### src/rtl/usb_pp_pkg.sv
package usb_pp_pkg;
  typedef enum logic {LYR_A = 1'b0, LYR_B = 1'b1} lyr_e;

  function automatic lyr_e lyr_next(lyr_e l);
    return (l == LYR_A) ? LYR_B : LYR_A;
  endfunction
endpackage

### src/rtl/pp_layer_ram.sv
module pp_layer_ram #(
  parameter int DEPTH = 64,
  parameter int DW    = 8,
  localparam int AW   = $clog2(DEPTH)
) (
  input  logic          clk,
  input  logic          we,
  input  logic [AW-1:0] waddr,
  input  logic [DW-1:0] wdata,
  input  logic [AW-1:0] raddr,
  output logic [DW-1:0] rdata
);
  logic [DW-1:0] mem [DEPTH];

  always_ff @(posedge clk) begin
    if (we) mem[waddr] <= wdata;
  end

  assign rdata = mem[raddr];
endmodule

### src/rtl/pp_ctrl.sv
module pp_ctrl
  import usb_pp_pkg::*;
#(
  parameter int DEPTH = 64,
  localparam int CW   = $clog2(DEPTH + 1)
) (
  input  logic          clk,
  input  logic          rst,
  input  logic          wr_valid,
  output logic          wr_ready,
  input  logic          commit,
  input  logic          in_token,
  input  logic          host_ack,
  input  logic          host_noack,
  input  logic          tx_ready,
  output logic          tx_valid,
  output logic          tx_last,
  output logic          tx_busy,
  output logic          tx_nak,
  output logic [CW-1:0] tx_len,
  output logic          both_full,
  output lyr_e          wsel,
  output lyr_e          rsel,
  output logic [CW-1:0] wr_ptr,
  output logic [CW-1:0] rd_ptr
);
  localparam logic [CW-1:0] CAP = CW'(DEPTH);

  logic [1:0]         lyr_full;
  logic [1:0][CW-1:0] lyr_len;
  logic               tx_act;
  logic               wr_fire, tx_fire, start, do_commit;

  assign wr_ready  = !lyr_full[wsel] && (wr_ptr < CAP) && !commit;
  assign wr_fire   = wr_valid && wr_ready;
  assign do_commit = commit && !lyr_full[wsel];
  assign tx_len    = lyr_len[rsel];
  assign tx_valid  = tx_act && (rd_ptr < lyr_len[rsel]);
  assign tx_last   = tx_valid && (rd_ptr == lyr_len[rsel] - 1'b1);
  assign tx_fire   = tx_valid && tx_ready;
  assign start     = in_token && !tx_act && lyr_full[rsel];
  assign tx_nak    = in_token && !tx_act && !lyr_full[rsel];
  assign tx_busy   = tx_act;
  assign both_full = &lyr_full;

  always_ff @(posedge clk) begin
    if (rst) begin
      lyr_full <= '0;
      lyr_len  <= '0;
      wsel     <= LYR_A;
      rsel     <= LYR_A;
      wr_ptr   <= '0;
      rd_ptr   <= '0;
      tx_act   <= 1'b0;
    end else begin
      if (wr_fire) wr_ptr <= wr_ptr + 1'b1;
      if (do_commit) begin
        lyr_full[wsel] <= 1'b1;
        lyr_len[wsel]  <= wr_ptr;
        wr_ptr         <= '0;
        wsel           <= lyr_next(wsel);
      end
      if (tx_fire) rd_ptr <= rd_ptr + 1'b1;
      if (start) begin
        tx_act <= 1'b1;
        rd_ptr <= '0;
      end
      if (tx_act && host_ack) begin
        lyr_full[rsel] <= 1'b0;
        rsel           <= lyr_next(rsel);
        tx_act         <= 1'b0;
        rd_ptr         <= '0;
      end else if (tx_act && host_noack) begin
        tx_act <= 1'b0;
        rd_ptr <= '0;
      end
    end
  end


  commit_flip_chk: assert property (@(posedge clk) disable iff (rst)
    do_commit |=> (lyr_full[$past(wsel)] && wsel != $past(wsel)));


  ack_advance_chk: assert property (@(posedge clk) disable iff (rst)
    (tx_act && host_ack) |=> (rsel != $past(rsel) && !tx_act));


  rewind_chk: assert property (@(posedge clk) disable iff (rst)
    (tx_act && host_noack && !host_ack) |=> (rd_ptr == '0 && rsel == $past(rsel)));


  rd_bound_chk: assert property (@(posedge clk) disable iff (rst)
    tx_act |-> (rd_ptr <= lyr_len[rsel]));
endmodule

### src/rtl/usb_in_pingpong.sv
module usb_in_pingpong
  import usb_pp_pkg::*;
#(
  parameter int DEPTH = 64,
  parameter int DW    = 8,
  localparam int CW   = $clog2(DEPTH + 1),
  localparam int AW   = $clog2(DEPTH)
) (
  input  logic          clk,
  input  logic          rst,
  input  logic          irq_en,
  input  logic          wr_valid,
  output logic          wr_ready,
  input  logic [DW-1:0] wr_data,
  input  logic          commit,
  input  logic          in_token,
  output logic          tx_nak,
  output logic          tx_busy,
  output logic [CW-1:0] tx_len,
  output logic          tx_valid,
  input  logic          tx_ready,
  output logic [DW-1:0] tx_data,
  output logic          tx_last,
  input  logic          host_ack,
  input  logic          host_noack,
  output logic          pkt_rdy,
  output logic          irq
);
  lyr_e          wsel, rsel;
  logic [CW-1:0] wr_ptr, rd_ptr;
  logic          both_full;
  logic [DW-1:0] rdata [2];

  pp_ctrl #(.DEPTH(DEPTH)) u_ctrl (
    .clk(clk), .rst(rst), .wr_valid(wr_valid), .wr_ready(wr_ready),
    .commit(commit), .in_token(in_token), .host_ack(host_ack),
    .host_noack(host_noack), .tx_ready(tx_ready), .tx_valid(tx_valid),
    .tx_last(tx_last), .tx_busy(tx_busy), .tx_nak(tx_nak), .tx_len(tx_len),
    .both_full(both_full), .wsel(wsel), .rsel(rsel),
    .wr_ptr(wr_ptr), .rd_ptr(rd_ptr)
  );

  for (genvar g = 0; g < 2; g++) begin : g_layer
    pp_layer_ram #(.DEPTH(DEPTH), .DW(DW)) u_ram (
      .clk(clk),
      .we(wr_valid && wr_ready && (wsel == lyr_e'(g))),
      .waddr(wr_ptr[AW-1:0]),
      .wdata(wr_data),
      .raddr(rd_ptr[AW-1:0]),
      .rdata(rdata[g])
    );
  end

  assign tx_data = rdata[rsel];
  assign pkt_rdy = both_full;
  assign irq     = irq_en && !both_full;


  irq_blocked_chk: assert property (@(posedge clk) disable iff (rst)
    (irq_en && !irq) |-> !wr_ready);


  tx_hold_chk: assert property (@(posedge clk) disable iff (rst)
    (tx_valid && !tx_ready && !host_ack && !host_noack && !rst)
      |=> (tx_valid && $stable(tx_data)));
endmodule

### config.mk
export PLATFORM = sky130hd
export DESIGN_NAME = usb_in_pingpong
export DESIGN_NICKNAME = d
export VERILOG_FILES = /design/src/rtl/usb_pp_pkg.sv /design/src/rtl/pp_layer_ram.sv /design/src/rtl/pp_ctrl.sv /design/src/rtl/usb_in_pingpong.sv
export SDC_FILE = /design/constraint.sdc
export NUM_CORES = 1
export LEC_CHECK = 0
export ABC_AREA = 1
export BUFFER_PORTS_ARGS = -buffer_cell sky130_fd_sc_hd__clkbuf_2
export CAP_MARGIN = 20
export CORE_MARGIN = 8
export CORE_UTILIZATION = 35
export CTS_CLUSTER_SIZE = 14
export DETAILED_ROUTE_END_ITERATION = 10
export PLACE_DENSITY = 0.51
export SYNTH_ARGS = -nofsm -noshare
export SYNTH_HDL_FRONTEND = slang
export SYNTH_SLANG_ARGS = --single-unit
### constraint.sdc
create_clock -name clk -period 3.9 [get_ports clk]
set_input_delay 0.39 -clock clk [delete_from_list [all_inputs] [get_ports clk]]
set_output_delay 0.39 -clock clk [all_outputs]
set_load 0.02 [all_outputs]
### Word-level counts from Yosys, hierarchy flattened

Memories as Yosys holds them, arrays and structs flattened. A register that Yosys moved wholly into a read port is not among the register bits.
Cells that the tools add are included.

| operators by class | value |
|---|---|
| add/sub/neg operators | 3 |
| multipliers | 0 |
| div/mod/pow operators | 0 |
| order comparisons | 7 |
| eq/ne operators | 1 |
| shifts and indexed selects | 0 |
| multiplexer cells | 29 |
| bitwise gates (word level) | 5 |
| reductions and logical operators | 26 |

Operators with widths:

| kind | count |
|---|---|
| 6-bit two-way mux | 4 |
| 8-bit two-way mux | 3 |
| 7-bit two-way mux | 3 |
| 1-bit logical AND | 17 |
| 7-bit by 1-bit adder with 7-bit output (second input constant) | 2 |
| 14-bit bitwise mux | 1 |
| 1-bit two-way mux | 12 |
| 7-bit demux with 1-bit select | 1 |
| 7-bit == test | 1 |
| 7-bit less-than comparator | 1 |
| 7-bit less-than comparator (second input constant) | 1 |
| 7-bit by 1-bit subtractor with 7-bit output (second input constant) | 1 |
| 2-bit two-way mux | 3 |
| 1-bit logical NOT | 5 |
| 1-bit by 2-bit less-than comparator with 1-bit output (second input constant) | 2 |
| 4-bit OR reduction | 1 |
| 3-bit OR reduction | 1 |
| 2-bit AND | 1 |
| 1-bit demux with 1-bit select | 2 |
| 1-bit greater-or-equal comparator (second input constant) | 2 |
| 2-bit greater-or-equal comparator (second input constant) | 1 |
| 1-bit inverter with 2-bit output | 1 |
| 2-bit inverter | 1 |
| 2-bit bitwise OR | 1 |
| other kinds (3) | 3 |

| word-level totals | value |
|---|---|
| register bits after elaboration | 33 |
| bits in latches | 0 |
| RAM bits | 1024 |
| memory bits (read-only) | 0 |
| bits of input ports | 17 |
| output and inout bits | 22 |
| memories | 2 |

Memories:

| name | depth | width | rd ports | clocked after Yosys merged registers in | write ports | RTL line | source |
|---|---|---|---|---|---|---|---|
| g_layer[0].u_ram.mem | 64 | 8 | 1 | 1 | 1 | pp_layer_ram.sv:13 | `logic [DW-1:0] mem [DEPTH];` |
| g_layer[1].u_ram.mem | 64 | 8 | 1 | 1 | 1 | pp_layer_ram.sv:13 |  |

### Logic depth before layout (Yosys ltp)

| logic depth | value |
|---|---|
| word-level depth | 9 |
| mapped depth | 14 |

### Hierarchy

Synthesis repeated with hierarchy kept, for this count alone.

| unflattened totals | value |
|---|---|
| cell total of the unflattened synthesis | 3935 |
| area total of the unflattened synthesis | 44506.4 µm² |

By module, submodules not included:

| module | instances | cells an instance | area each (µm²) |
|---|---|---|---|
| pp_layer_ram | 2 | 1797 | 21179.1 |
| pp_ctrl | 1 | 309 | 2020.7 |
| usb_in_pingpong | 1 | 32 | 127.6 |

### Least setup slack after synthesis

No wires, ideal clock.

| path | value |
|---|---|
| path type | reg2out |
| start | register u_ctrl.rsel |
| end | output port tx_last |
| arrival time | 2.196 ns |
| data required time | 3.510 ns |
| path slack | 1.314 ns |
| cell stages (with the launch flop) | 14 |
| buffers on the path | 1 |
| path through | dfxtp_1 buf_4 inv_2 o21ai_2 inv_1 ha_1 a21oi_1 o21ai_0 nand4_1 and2_2 nand3_1 nor2_1 nand2_1 nor2_1 |

| between the ends | value |
|---|---|
| longest elaborated chain between the ends | 5 |
| elaborated cells on any way between the ends | 7 |

Ends and longest elaborated chain:

| what | RTL line | source |
|---|---|---|
| start: declaration | pp_ctrl.sv:23 | `output lyr_e rsel,` |
| start signal: assignment | pp_ctrl.sv:70 | `rsel <= lyr_next(rsel);` |
| 7-bit two-way mux (2 in a row) | n/a |  |
| named net tx_len[2] | usb_in_pingpong.sv:19 | `output logic [CW-1:0] tx_len,` |
| 7-bit less-than comparator | pp_ctrl.sv:38 | `assign tx_valid = tx_act && (rd_ptr < lyr_len[rsel]);` |
| 1-bit logical AND | pp_ctrl.sv:38 |  |
| named net tx_valid | usb_in_pingpong.sv:20 | `output logic tx_valid,` |
| 1-bit logical AND | pp_ctrl.sv:39 | `assign tx_last = tx_valid && (rd_ptr == lyr_len[rsel] - 1'b1);` |
| end: declaration | usb_in_pingpong.sv:23 | `output logic tx_last,` |

The timed path passes the listed nets, and every way through them passes these cells. The select of a mux whose other input is x is not followed.

==> out/qor.txt <==
status: completed
Die Span X: 372 um
worst min path class: primary input to flop
Ys Warns: 0
ratio of cells with drive above 1 in the final layout: 9.75%
post-synthesis cell count: 3859
Vias: 29200
unrepaired setup endpoints after global routing: false
die height: 372 um
ANT nets after route: 0
fmax: 268 MHz
final setup fails: 0
CP startpoint kind: flop
FP Rows: 130
CP Class: flop to output port
Total GRT Usage: 17.8%
Starting DRT DRC Count: 2770
Overall Power: 23.7 mW
worst-path fanout max: 115
final hold viol count: 0
max-cap violation count: 0
I/O Buffers: 38
CTS tree: built
CTS buffer count: 111
Die Footprint: 0.138 mm2
max-slew violations: 0
clock sinks: 1063
final clock skew: 0.0176 ns
critical path required time: 3.51 ns
hpwl dp: 73500 um
Initial Util: 35.2%
ys flop type: edfxtp_1
post-layout minimum cycle time: 3.73 ns
final RePlAce weighted congestion: 0.817
Synth Area per Inst: 11.5 um2
area grow syn2layout: 13.3%
Max IR drop VDD: 380 uV
post-synthesis async set-or-reset flop share: 0%
critical path arrival: 3.34 ns
Final Non-Filler Cells: 5680
Mapped Nets: 3886
Leak Pwr: 17.6 nW
Post-Syn Area: 0.0443 mm2
Seq cells post-synth: 1063
Avg Vias per Cell: 5.14
Hold WS: 0.0635 ns
worst slew pin tran: 1.09 ns
wire per inst: 22.2 um
Post-synth EDFFs: 1024
Seq/Total Area, Yosys: 71.3%
H-tree levels: 3
grt total ovfl: 0
CTS max path bufs: 3
final wirelength: 126000 um
Clock Pin Slew Worst Setup and Hold Paths: 0.06 ns
Pwr Density: 473 mW/mm2
DRT Pass-1 Iters: 5
Finished Core Util: 39.9%
Core Box Area: 0.126 mm2
Post-route DRC: 0
initial antenna violation count: 1
crit path capture type: output port
vias in the first global route: 27900
first-pass GRT wire length: 187000 um
Cell Count Post-Placement: 5468
clk_lat worst skew: 0.72 ns
Unique masters post-synth: 37
# nets final: 3967
largest net degree at the start of global routing: 129
worst rel slew slack: 27.4%
Root Buffer: clkbuf_16
IO Pins: 39
TNS Setup: 0 ns
fillers: 12100
# diodes: 0
final period utilization: 95.6%
==> synthesized netlist by cell type, drive strengths merged (10+ instances only) <==
cell | n | area share (%)
nand3 | 936 | 11
clkbuf | 19 | 0.16
inv | 47 | 0.41
nand2 | 1313 | 11
ha | 10 | 0.28
dfxtp | 39 | 1.8
o21ai | 25 | 0.31
edfxtp | 1024 | 69
buf | 222 | 3.5
nor3 | 16 | 0.23
nor2 | 150 | 1.3
a21oi | 33 | 0.37
==> sequential cells by signal, summed over array words and instances (netlist names), named ones only <==
signal,count
u_ctrl.rsel,1
g_layer.u_ram.mem,1024
u_ctrl.lyr_full,2
u_ctrl.lyr_len,14
u_ctrl.wsel,1
u_ctrl.rd_ptr,7
u_ctrl.tx_busy,1
u_ctrl.wr_ptr,7
==> logic make-up after synthesis <==
group	count (synthesis)	synth area share, %
xor+xnor	11	0.218
buf+inv	289	4.08
flops	1063	71.3
simple gates	2422	23.4
fa+ha+maj	10	0.283
compound gates	64	0.783
==> report_power, final <==
part,switching [mW],internal (mW),leakage (nW),total (mW)
Sequential,0.0201,12.5,9.52,12.6
Combinational,0.727,0.231,6.39,0.958
Clock,4.44,5.76,1.72,10.2
Total,5.19,18.5,17.6,23.7
==> stage by stage <==
step | instance area (um2) | worst slack [ns]
after CTS | 50100 | 0.0621
final | 50100 | 0.171
after global placement | 46600 | 0.815
after floorplan | 44300 | 1.31
after global routing | 50100 | 0.0392
after detailed placement | 46600 | 0.847
==> placed cells by master (no fill, tap or decap), drive strengths merged <==
| cell | count |
|---|---|
| bufinv | 4 |
| buf | 175 |
| nor2 | 150 |
| o211ai | 1 |
| nand2 | 1313 |
| dlygate4sd3 | 3 |
| dfxtp | 39 |
| nand3 | 936 |
| nor3b | 1 |
| and2 | 1 |
| xor2 | 9 |
| nor4 | 1 |
| o21ai | 25 |
| nor3 | 16 |
| or2 | 1 |
| inv | 50 |
| nand4 | 3 |
| edfxtp | 1024 |
| o22ai | 1 |
| a211o | 1 |
| xnor2 | 2 |
| a21oi | 33 |
| ha | 10 |
| clkinvlp | 2 |
| clkinv | 51 |
| o21a | 2 |
| clkbuf | 175 |
| a211oi | 1 |
==> per-layer routing <==
| layer | share of wire [%] | vias to the layer above | GRT usage, % |
|---|---|---|---|
| met3 | 5.2 | 169 | 2.15 |
| li1 | - | 13700 | - |
| met2 | 48 | 854 | 29.0 |
| met4 | 2.5 | 0 | 5.47 |
| met1 | 45 | 14500 | 25.0 |
| met5 | 0 | - | 0 |
==> area by class of cell <==
type	count	area, um2	area share, %
flip-flops and latches	1063	31500	62.9
multi-input cells	2507	10900	21.8
clock buffers	145	3050	6.08
well taps	1650	2060	4.12
repair buffers	208	1890	3.77
clock inverters	58	425	0.848
inverters	48	218	0.434
repair inverters	1	11.3	0.0225
==> worst max-delay path: stages, from the launching register on <==
cell	delay, ns
dfxtp_4	0.51
buf_12	0.45
nand2_1	0.10
nand3_1	0.11
nand3_1	0.15
nand3_1	0.14
nand2_1	0.12
nand2_1	0.08
nand3_1	0.22
nand2_1	0.13
nand2_1	0.06
nand2_1	0.22
clkbuf_2	0.22
==> what timing repair did <==
action | 4_1_cts | 5_1_grt
endpoints found under the hold margin | 4 | 0
gates resized for setup | 0 | 1
setup buffers | 0 | 4
hold buffers | 3 | 0
endpoints found under the setup margin | 0 | 7
==> final timing paths <==
check / start / endpoint / slack (ns) / cells after the start
setup reg to reg: u_ctrl.wsel$_SDFFE_PP0P_ / g_layer[0].u_ram.mem[9][5]$_DFFE_PP_ / 0.91 / 8
hold reg to reg: u_ctrl.rd_ptr[6]$_SDFFE_PP0N_ / u_ctrl.rd_ptr[6]$_SDFFE_PP0N_ / 0.50 / 2
setup / recovery: flop / tx_data[0] / 0.17 / 12
hold / removal: tx_ready / u_ctrl.rd_ptr[6]$_SDFFE_PP0N_ / 0.06 / 4
Note: power is estimated with default switching activity, not from simulation.
